--- config.mk ---
export PLATFORM = sky130hd
export DESIGN_NAME = cmo_seq
export DESIGN_NICKNAME = d
export VERILOG_FILES = /design/src/rtl/cmo_pkg.sv /design/src/rtl/cmo_walker.sv /design/src/rtl/cmo_line_sel.sv /design/src/rtl/cmo_wb_buf.sv /design/src/rtl/cmo_seq.sv
export SDC_FILE = /design/constraint.sdc
export NUM_CORES = 1
export LEC_CHECK = 0
export ABC_AREA = 1
export BUFFER_PORTS_ARGS = -buffer_cell sky130_fd_sc_hd__clkbuf_2
export CAP_MARGIN = 0
export CORE_MARGIN = 2
export CORE_UTILIZATION = 45
export DETAILED_ROUTE_END_ITERATION = 12
export HOLD_SLACK_MARGIN = 0.02
export PLACE_DENSITY = 0.73
export SLEW_MARGIN = 10
export SYNTH_ARGS = -nofsm -noshare
export SYNTH_HDL_FRONTEND = slang
export SYNTH_SLANG_ARGS = --single-unit
--- constraint.sdc ---
create_clock -name clk_i -period 1.8 [get_ports clk_i]
set_clock_uncertainty 0.15 [all_clocks]
set_input_delay 0.27 -clock clk_i [delete_from_list [all_inputs] [get_ports clk_i]]
set_output_delay 0.27 -clock clk_i [all_outputs]
set_load 0.005 [all_outputs]
--- src/rtl/cmo_pkg.sv ---
package cmo_pkg;
  typedef enum logic [2:0] {
    ST_IDLE, ST_SCAN, ST_READ, ST_WB, ST_INV, ST_DONE
  } cmo_state_e;

  localparam logic [1:0] SC_LINE = 2'd0;
  localparam logic [1:0] SC_PAGE = 2'd1;
  localparam logic OP_INV  = 1'b0;
  localparam logic OP_PUSH = 1'b1;
  localparam logic CACHE_D = 1'b0;
  localparam logic CACHE_I = 1'b1;
endpackage

--- src/rtl/cmo_walker.sv ---
module cmo_walker #(
  parameter int SETS  = 16,
  parameter int WAYS  = 4,
  parameter int IDX_W = $clog2(SETS),
  parameter int WAY_W = $clog2(WAYS)
) (
  input  logic             clk_i,
  input  logic             rst_ni,
  input  logic             start_i,
  input  logic             fix_set_i,
  input  logic [IDX_W-1:0] set_init_i,
  input  logic             step_i,
  output logic [IDX_W-1:0] set_o,
  output logic [WAY_W-1:0] way_o,
  output logic             last_o
);
  localparam logic [IDX_W-1:0] SET_MAX = IDX_W'(SETS - 1);
  localparam logic [WAY_W-1:0] WAY_MAX = WAY_W'(WAYS - 1);

  logic [IDX_W-1:0] set_q;
  logic [WAY_W-1:0] way_q;
  logic             fix_q;

  always_ff @(posedge clk_i or negedge rst_ni) begin
    if (!rst_ni) begin
      set_q <= '0;
      way_q <= '0;
      fix_q <= 1'b0;
    end else if (start_i) begin
      set_q <= fix_set_i ? set_init_i : '0;
      way_q <= '0;
      fix_q <= fix_set_i;
    end else if (step_i) begin
      if (way_q == WAY_MAX) begin
        way_q <= '0;
        set_q <= set_q + 1'b1;
      end else begin
        way_q <= way_q + 1'b1;
      end
    end
  end

  assign set_o  = set_q;
  assign way_o  = way_q;
  // line scope stays inside one set
  assign last_o = (way_q == WAY_MAX) && (fix_q || set_q == SET_MAX);
endmodule

--- src/rtl/cmo_line_sel.sv ---
module cmo_line_sel
  import cmo_pkg::*;
#(
  parameter int ADDR_W    = 32,
  parameter int OFF_W     = 4,
  parameter int IDX_W     = 4,
  parameter int PAGE_BITS = 12,
  parameter int TAG_W     = ADDR_W - OFF_W - IDX_W
) (
  input  logic [1:0]            scope_i,
  input  logic [ADDR_W-1:OFF_W] addr_hi_i,
  input  logic [IDX_W-1:0]      set_i,
  input  logic [TAG_W-1:0]      tag_i,
  input  logic                  valid_i,
  output logic                  hit_o
);
  localparam int HI_W = ADDR_W - OFF_W;

  logic [HI_W-1:0] line_hi;
  logic            in_scope;

  assign line_hi = {tag_i, set_i};

  always_comb begin
    case (scope_i)
      SC_LINE: in_scope = (line_hi == addr_hi_i);
      SC_PAGE: in_scope = (line_hi[HI_W-1:PAGE_BITS-OFF_W] == addr_hi_i[ADDR_W-1:PAGE_BITS]);
      default: in_scope = 1'b1;
    endcase
  end

  assign hit_o = valid_i && in_scope;
endmodule

--- src/rtl/cmo_wb_buf.sv ---
module cmo_wb_buf #(
  parameter int WORD_W     = 32,
  parameter int LINE_WORDS = 4,
  parameter int WRD_W      = $clog2(LINE_WORDS)
) (
  input  logic                         clk_i,
  input  logic                         rst_ni,
  input  logic                         cap_i,
  input  logic [WRD_W-1:0]             idx_i,
  input  logic [WORD_W-1:0]            data_i,
  output logic [LINE_WORDS*WORD_W-1:0] line_o
);
  logic [LINE_WORDS-1:0][WORD_W-1:0] word_q;

  for (genvar g = 0; g < LINE_WORDS; g++) begin : g_word
    always_ff @(posedge clk_i or negedge rst_ni) begin
      if (!rst_ni)                              word_q[g] <= '0;
      else if (cap_i && idx_i == WRD_W'(g))     word_q[g] <= data_i;
    end
  end

  assign line_o = word_q;
endmodule

--- src/rtl/cmo_seq.sv ---
module cmo_seq
  import cmo_pkg::*;
#(
  parameter int ADDR_W     = 32,
  parameter int SETS       = 16,
  parameter int WAYS       = 4,
  parameter int WORD_W     = 32,
  parameter int LINE_WORDS = 4,
  parameter int PAGE_BITS  = 12,
  localparam int OFF_W  = $clog2(LINE_WORDS * WORD_W / 8),
  localparam int IDX_W  = $clog2(SETS),
  localparam int WAY_W  = $clog2(WAYS),
  localparam int WRD_W  = $clog2(LINE_WORDS),
  localparam int TAG_W  = ADDR_W - OFF_W - IDX_W,
  localparam int LINE_W = LINE_WORDS * WORD_W
) (
  input  logic              clk_i,
  input  logic              rst_ni,
  input  logic              cmd_valid_i,
  input  logic              cmd_op_i,
  input  logic [1:0]        cmd_scope_i,
  input  logic              cmd_cache_i,
  input  logic [ADDR_W-1:0] cmd_addr_i,
  output logic              busy_o,
  output logic              done_o,
  output logic              lookup_cache_o,
  output logic [IDX_W-1:0]  lookup_set_o,
  output logic [WAY_W-1:0]  lookup_way_o,
  output logic [WRD_W-1:0]  rd_word_o,
  input  logic              tag_valid_i,
  input  logic              tag_dirty_i,
  input  logic [TAG_W-1:0]  tag_i,
  input  logic [WORD_W-1:0] rd_data_i,
  output logic              inv_o,
  output logic              wb_req_o,
  output logic [ADDR_W-1:0] wb_addr_o,
  output logic [LINE_W-1:0] wb_data_o,
  input  logic              wb_ack_i
);
  cmo_state_e            state_q, state_d;
  logic                  op_q, cache_q;
  logic [1:0]            scope_q;
  logic [ADDR_W-1:OFF_W] addr_hi_q;
  logic [TAG_W-1:0]      tag_q;
  logic [WRD_W-1:0]      word_q;
  logic                  walk_start, walk_step, last, hit, need_wb;
  logic                  unused_addr;

  assign unused_addr = ^cmd_addr_i[OFF_W-1:0];

  assign walk_start = (state_q == ST_IDLE) && cmd_valid_i;
  assign need_wb    = (op_q == OP_PUSH) && (cache_q == CACHE_D) && tag_dirty_i;

  cmo_walker #(.SETS(SETS), .WAYS(WAYS)) walker_i (
    .clk_i      (clk_i),
    .rst_ni     (rst_ni),
    .start_i    (walk_start),
    .fix_set_i  (cmd_scope_i == SC_LINE),
    .set_init_i (cmd_addr_i[OFF_W +: IDX_W]),
    .step_i     (walk_step),
    .set_o      (lookup_set_o),
    .way_o      (lookup_way_o),
    .last_o     (last)
  );

  cmo_line_sel #(
    .ADDR_W(ADDR_W), .OFF_W(OFF_W), .IDX_W(IDX_W), .PAGE_BITS(PAGE_BITS)
  ) sel_i (
    .scope_i   (scope_q),
    .addr_hi_i (addr_hi_q),
    .set_i     (lookup_set_o),
    .tag_i     (tag_i),
    .valid_i   (tag_valid_i),
    .hit_o     (hit)
  );

  cmo_wb_buf #(.WORD_W(WORD_W), .LINE_WORDS(LINE_WORDS)) buf_i (
    .clk_i  (clk_i),
    .rst_ni (rst_ni),
    .cap_i  (state_q == ST_READ),
    .idx_i  (word_q),
    .data_i (rd_data_i),
    .line_o (wb_data_o)
  );

  always_comb begin
    state_d   = state_q;
    walk_step = 1'b0;
    case (state_q)
      ST_IDLE: if (cmd_valid_i) state_d = ST_SCAN;
      ST_SCAN: begin
        if (hit)       state_d = need_wb ? ST_READ : ST_INV;
        else if (last) state_d = ST_DONE;
        else           walk_step = 1'b1;
      end
      ST_READ: if (word_q == WRD_W'(LINE_WORDS - 1)) state_d = ST_WB;
      ST_WB:   if (wb_ack_i) state_d = ST_INV;
      ST_INV: begin
        if (last) state_d = ST_DONE;
        else begin
          walk_step = 1'b1;
          state_d   = ST_SCAN;
        end
      end
      ST_DONE: state_d = ST_IDLE;
      default: state_d = ST_IDLE;
    endcase
  end

  always_ff @(posedge clk_i or negedge rst_ni) begin
    if (!rst_ni) begin
      state_q   <= ST_IDLE;
      op_q      <= OP_INV;
      cache_q   <= CACHE_D;
      scope_q   <= SC_LINE;
      addr_hi_q <= '0;
      tag_q     <= '0;
      word_q    <= '0;
    end else begin
      state_q <= state_d;
      if (walk_start) begin
        op_q      <= cmd_op_i;
        cache_q   <= cmd_cache_i;
        scope_q   <= cmd_scope_i;
        addr_hi_q <= cmd_addr_i[ADDR_W-1:OFF_W];
      end
      if (state_q == ST_SCAN && hit && need_wb) begin
        tag_q  <= tag_i;
        word_q <= '0;
      end else if (state_q == ST_READ) begin
        word_q <= word_q + 1'b1;
      end
    end
  end

  assign busy_o         = (state_q != ST_IDLE);
  assign done_o         = (state_q == ST_DONE);
  assign inv_o          = (state_q == ST_INV);
  assign wb_req_o       = (state_q == ST_WB);
  assign lookup_cache_o = cache_q;
  assign rd_word_o      = word_q;
  assign wb_addr_o      = {tag_q, lookup_set_o, {OFF_W{1'b0}}};
endmodule

==> results.md <==
* FF+latch count, synth at 196
* Root Buffer: clkbuf_16
* CTS tree: built
* Post-DP HPWL at 14.80 mm
* Initial Util at 46.04%
* Warnings, synthesis at 0
* Ys async rst share at 100.0%
* Via Count at 7317
* Number of synthesized flops with an enable pin at 0
* Largest family of logic cells by synthesized area: simple AND/OR/NAND/NOR gates
* LEAKAGE at 0.006234 uW
* Nets at 1352
* ANT cells at 0
* CP required at 1970 ps
* Worst Setup Start Kind: flip-flop
* CP Max Fanout at 7
* Synth Area in XOR/XNOR at 1.973%
* Syn avg cell area at 9.174 sq um
* Hold Path Cell Cnt at 3
* CTS sink count at 196
* Hold Path Class: input pin to flip-flop
* Top-Level Pins at 271
* First-pass GRT wire length at 35.37 mm
* H-tree depth at 4
* CP cell instances: xnor2_1 > nand2_1 > nor2_1 > nand2_1 > nor2_4 > nand2_2 > nand2_4 > nand4_4 > buf_6 > nand2_1 > nand2_1
* Hold path start: rd_data_i[22]
* Power Total at 19080 uW
* Synth area leaders: dfrtp_1 (61%), nand2_1 (15%), o21ai_0 (9.2%), inv_1 (3.2%), xnor2_1 (1.9%)
* Die width at 137.3 um
* Critical path class: flip-flop to flip-flop
* Final setup violation count at 36
* Fmax at 477.6 MHz
* Status: finished, violations left
* Slowest stage delay, CP at 400 ps
* Worst hold slack at 27.62 ps
* Critical Path AT at 2260 ps
* Flop2flop setup slack at -290 ps
* GPL Wtd Cong at 0.8202
* Clock-pin slew on the worst setup and hold paths at 70 ps
* Mapped cell area at 7990 sq um
* Dpl cell area at 9856 sq um
* Adder-Cell Fraction of Synth Area at 0.9396%
* Final wirelength at 23.11 mm
* Slack of the critical path at -293.6 ps
* Final hold viol count at 0
* Synth Area in Simple Gates at 18.46%
* Worst Reg2Reg Path Length in Cells at 11
* Max Cap Violations at 0
* Cell with the largest stage delay on the worst path: dfrtp_1
* Most common library cells after synthesis: nand2_1 (317), dfrtp_1 (196), o21ai_0 (147)
* Fin crit period at 2094 ps
* Mux share of post-synthesis cell area at 0%
* Synth Instances at 871
* Pwr per Cell Area at 1650 nW/um^2
* Final Cell Area at 11560 sq um
* Final ANT Viol Nets at 0
* Share of cells above drive strength 1 at 34.26%
* Die footprint at 18840 sq um
* Final worst-path cycle share at 116.3%
* Top FF cell, synth: dfrtp_1
* Failing checks: negative setup slack
* RSZ-0062 raised after global routing: true
* Routed WL per cell at 15.55 um
* Die Span Y at 137.3 um
* Fill cell count at 1346
* Pre-CTS setup slack at -331.0 ps
* Largest net degree at the start of global routing at 65
* Layout area overhead at 44.68%
* Clock Tree Buf Depth at 2
* Vias in the first global route at 7097
* Congestion Overflow GR at 0
* Worst R2R End: tag_q[3]
* Top-count cell post-synth: nand2_1
* Synth Area in Compound Gates at 10.71%
* Site Rows at 48
* Port bufs at 262
* Vias per cell at 4.924
* Worst hold endpoint: buf_i.line_o[22]
* Tot GR Track Use at 24.07%
* Worst vdd ir at 0.8839 mV
* Initial antenna violation count at 0
* Leading area contributor after synthesis: dfrtp_1
* Crit end category: flip-flop
* Fin util at 66.60%
* Core area at 17360 sq um
* Num CTS Buffers at 17
* Synth cell types at 37
* DRT iter0 DRCs at 384
* Post-synthesis sequential area ratio at 61.38%
* CP most frequent cell: nand2_1
* DR pass1 iterations at 5
* # DRC at 0
* Share of the synthesized area in the top cell type at 61.38%
* Worst-skew pair later-pin latency at 420 ps
* Max Slew Vio Count at 0
* Reg-to-reg critical path startpoint: addr_hi_q[15]
==> final cells by class <==
class                      count  area, sq um  area share, %
clock buffer                  18        429.2          3.713
clock inverter                14        168.9          1.461
timing repair buffer         397         2673          23.12
sequential                   196         4906          42.44
multi-input combinational    560         2811          24.32
tap                          225        281.5          2.435
inverter                      76        290.3          2.511
==> worst max-delay path by stage <==
| stage | start | endpoint | slack, ps | cells after the start |
|---|---|---|---|---|
| after floorplan | walker_i.set_o[1] | walker_i.set_o[0] | 70 | 13 |
| after CTS | addr_hi_q[23] | walker_i.set_o[0] | -150 | 14 |
| after global placement | addr_hi_q[30] | tag_q[6] | -290 | 13 |
| final | addr_hi_q[15] | tag_q[3] | -290 | 11 |
| after detailed placement | addr_hi_q[30] | tag_q[1] | -330 | 13 |
| after global routing | addr_hi_q[15] | tag_q[0] | -400 | 11 |
==> layer usage <==
| metal | part of all wire [%] | wire length (um) | global-route usage (%) | up-vias |
|---|---|---|---|---|
| li1 | - | - | - | 3490 |
| met1 | 40 | 9328 | 29.82 | 3493 |
| met2 | 49 | 11390 | 40.63 | 301 |
| met3 | 8.5 | 1975 | 7.211 | 33 |
| met4 | 1.8 | 417 | 7.388 | 0 |
| met5 | 0 | 0 | 0 | - |
==> worst max-delay path: cells and delay by family, from the launching register on <==
kind	cells	cell delay (ps)
xor+xnor	1	190
buf+inv	1	240
flops	1	400
simple gates	9	1000
==> state kept, by name, summed over array words and instances (netlist names) <==
signal and count:
walker_i.way_o 2, walker_i.fix_q 1, rd_word_o 2, op_q 1, walker_i.set_o 4, lookup_cache_o 1, state_q 3, tag_q 24
scope_q 2, buf_i.line_o 128, addr_hi_q 28
==> metrics by stage <==
stage	cells	setup TNS, ps
4_1_cts	1481	-4384
6_report	1486	-8409
2_1_floorplan	874	0
3_5_place_dp	1369	-9581
3_3_place_gp	1369	-8810
5_1_grt	1486	-11910
==> report_power, final <==
group / switching [uW] / internal (uW)
logic: 3840 / 3420
registers: 1340 / 6590
clock network: 1790 / 2090
==> cells by family (layout without fill, tap and decap cells) <==
logic type                 Yosys count  count (layout)
and+or+nand+nor                    366             367
other                                1               4
AOI/OAI and AO/OA                  165             165
DFF                                196             196
xor gates and xnor gates            18              18
buffers and inverters              119             505
adders and majority gates            6               6
==> cells in the final DEF, fill, tap and decap left out, types with 2 or more instances in the layout <==
| master | instances |
|---|---|
| nand2_1 | 282 |
| clkbuf_2 | 261 |
| dfrtp_1 | 195 |
| o21ai_0 | 146 |
| dlygate4sd3_1 | 73 |
| inv_1 | 67 |
| buf_4 | 46 |
| nand2_2 | 33 |
| clkbuf_16 | 18 |
| xnor2_1 | 17 |
| nor2_1 | 11 |
| buf_12 | 9 |
| inv_2 | 8 |
| nand3_1 | 8 |
| nand2_4 | 7 |
| o21ai_1 | 6 |
| o21ai_2 | 6 |
| ha_1 | 6 |
| nand3_2 | 5 |
| buf_6 | 5 |
| nor2_2 | 4 |
| clkinv_4 | 4 |
| conb_1 | 4 |
| inv_6 | 4 |
| nor2_4 | 3 |
| nand4_4 | 2 |
| nand2_8 | 2 |
| o22ai_1 | 2 |
| a21oi_1 | 2 |
| bufinv_16 | 2 |
| clkinvlp_4 | 2 |
==> timing repair <==
item / 4_1_cts / 5_1_grt
endpoints found under the hold margin: 325 / 1
pin swaps: 18 / 27
endpoints found under the setup margin: 36 / 41
hold buffers: 72 / 1
gates resized for setup: 25 / 49
buffers inserted: 7 / 3
gates cloned: 1 / 1
No activity file was read; power rests on OpenSTA's default activity.
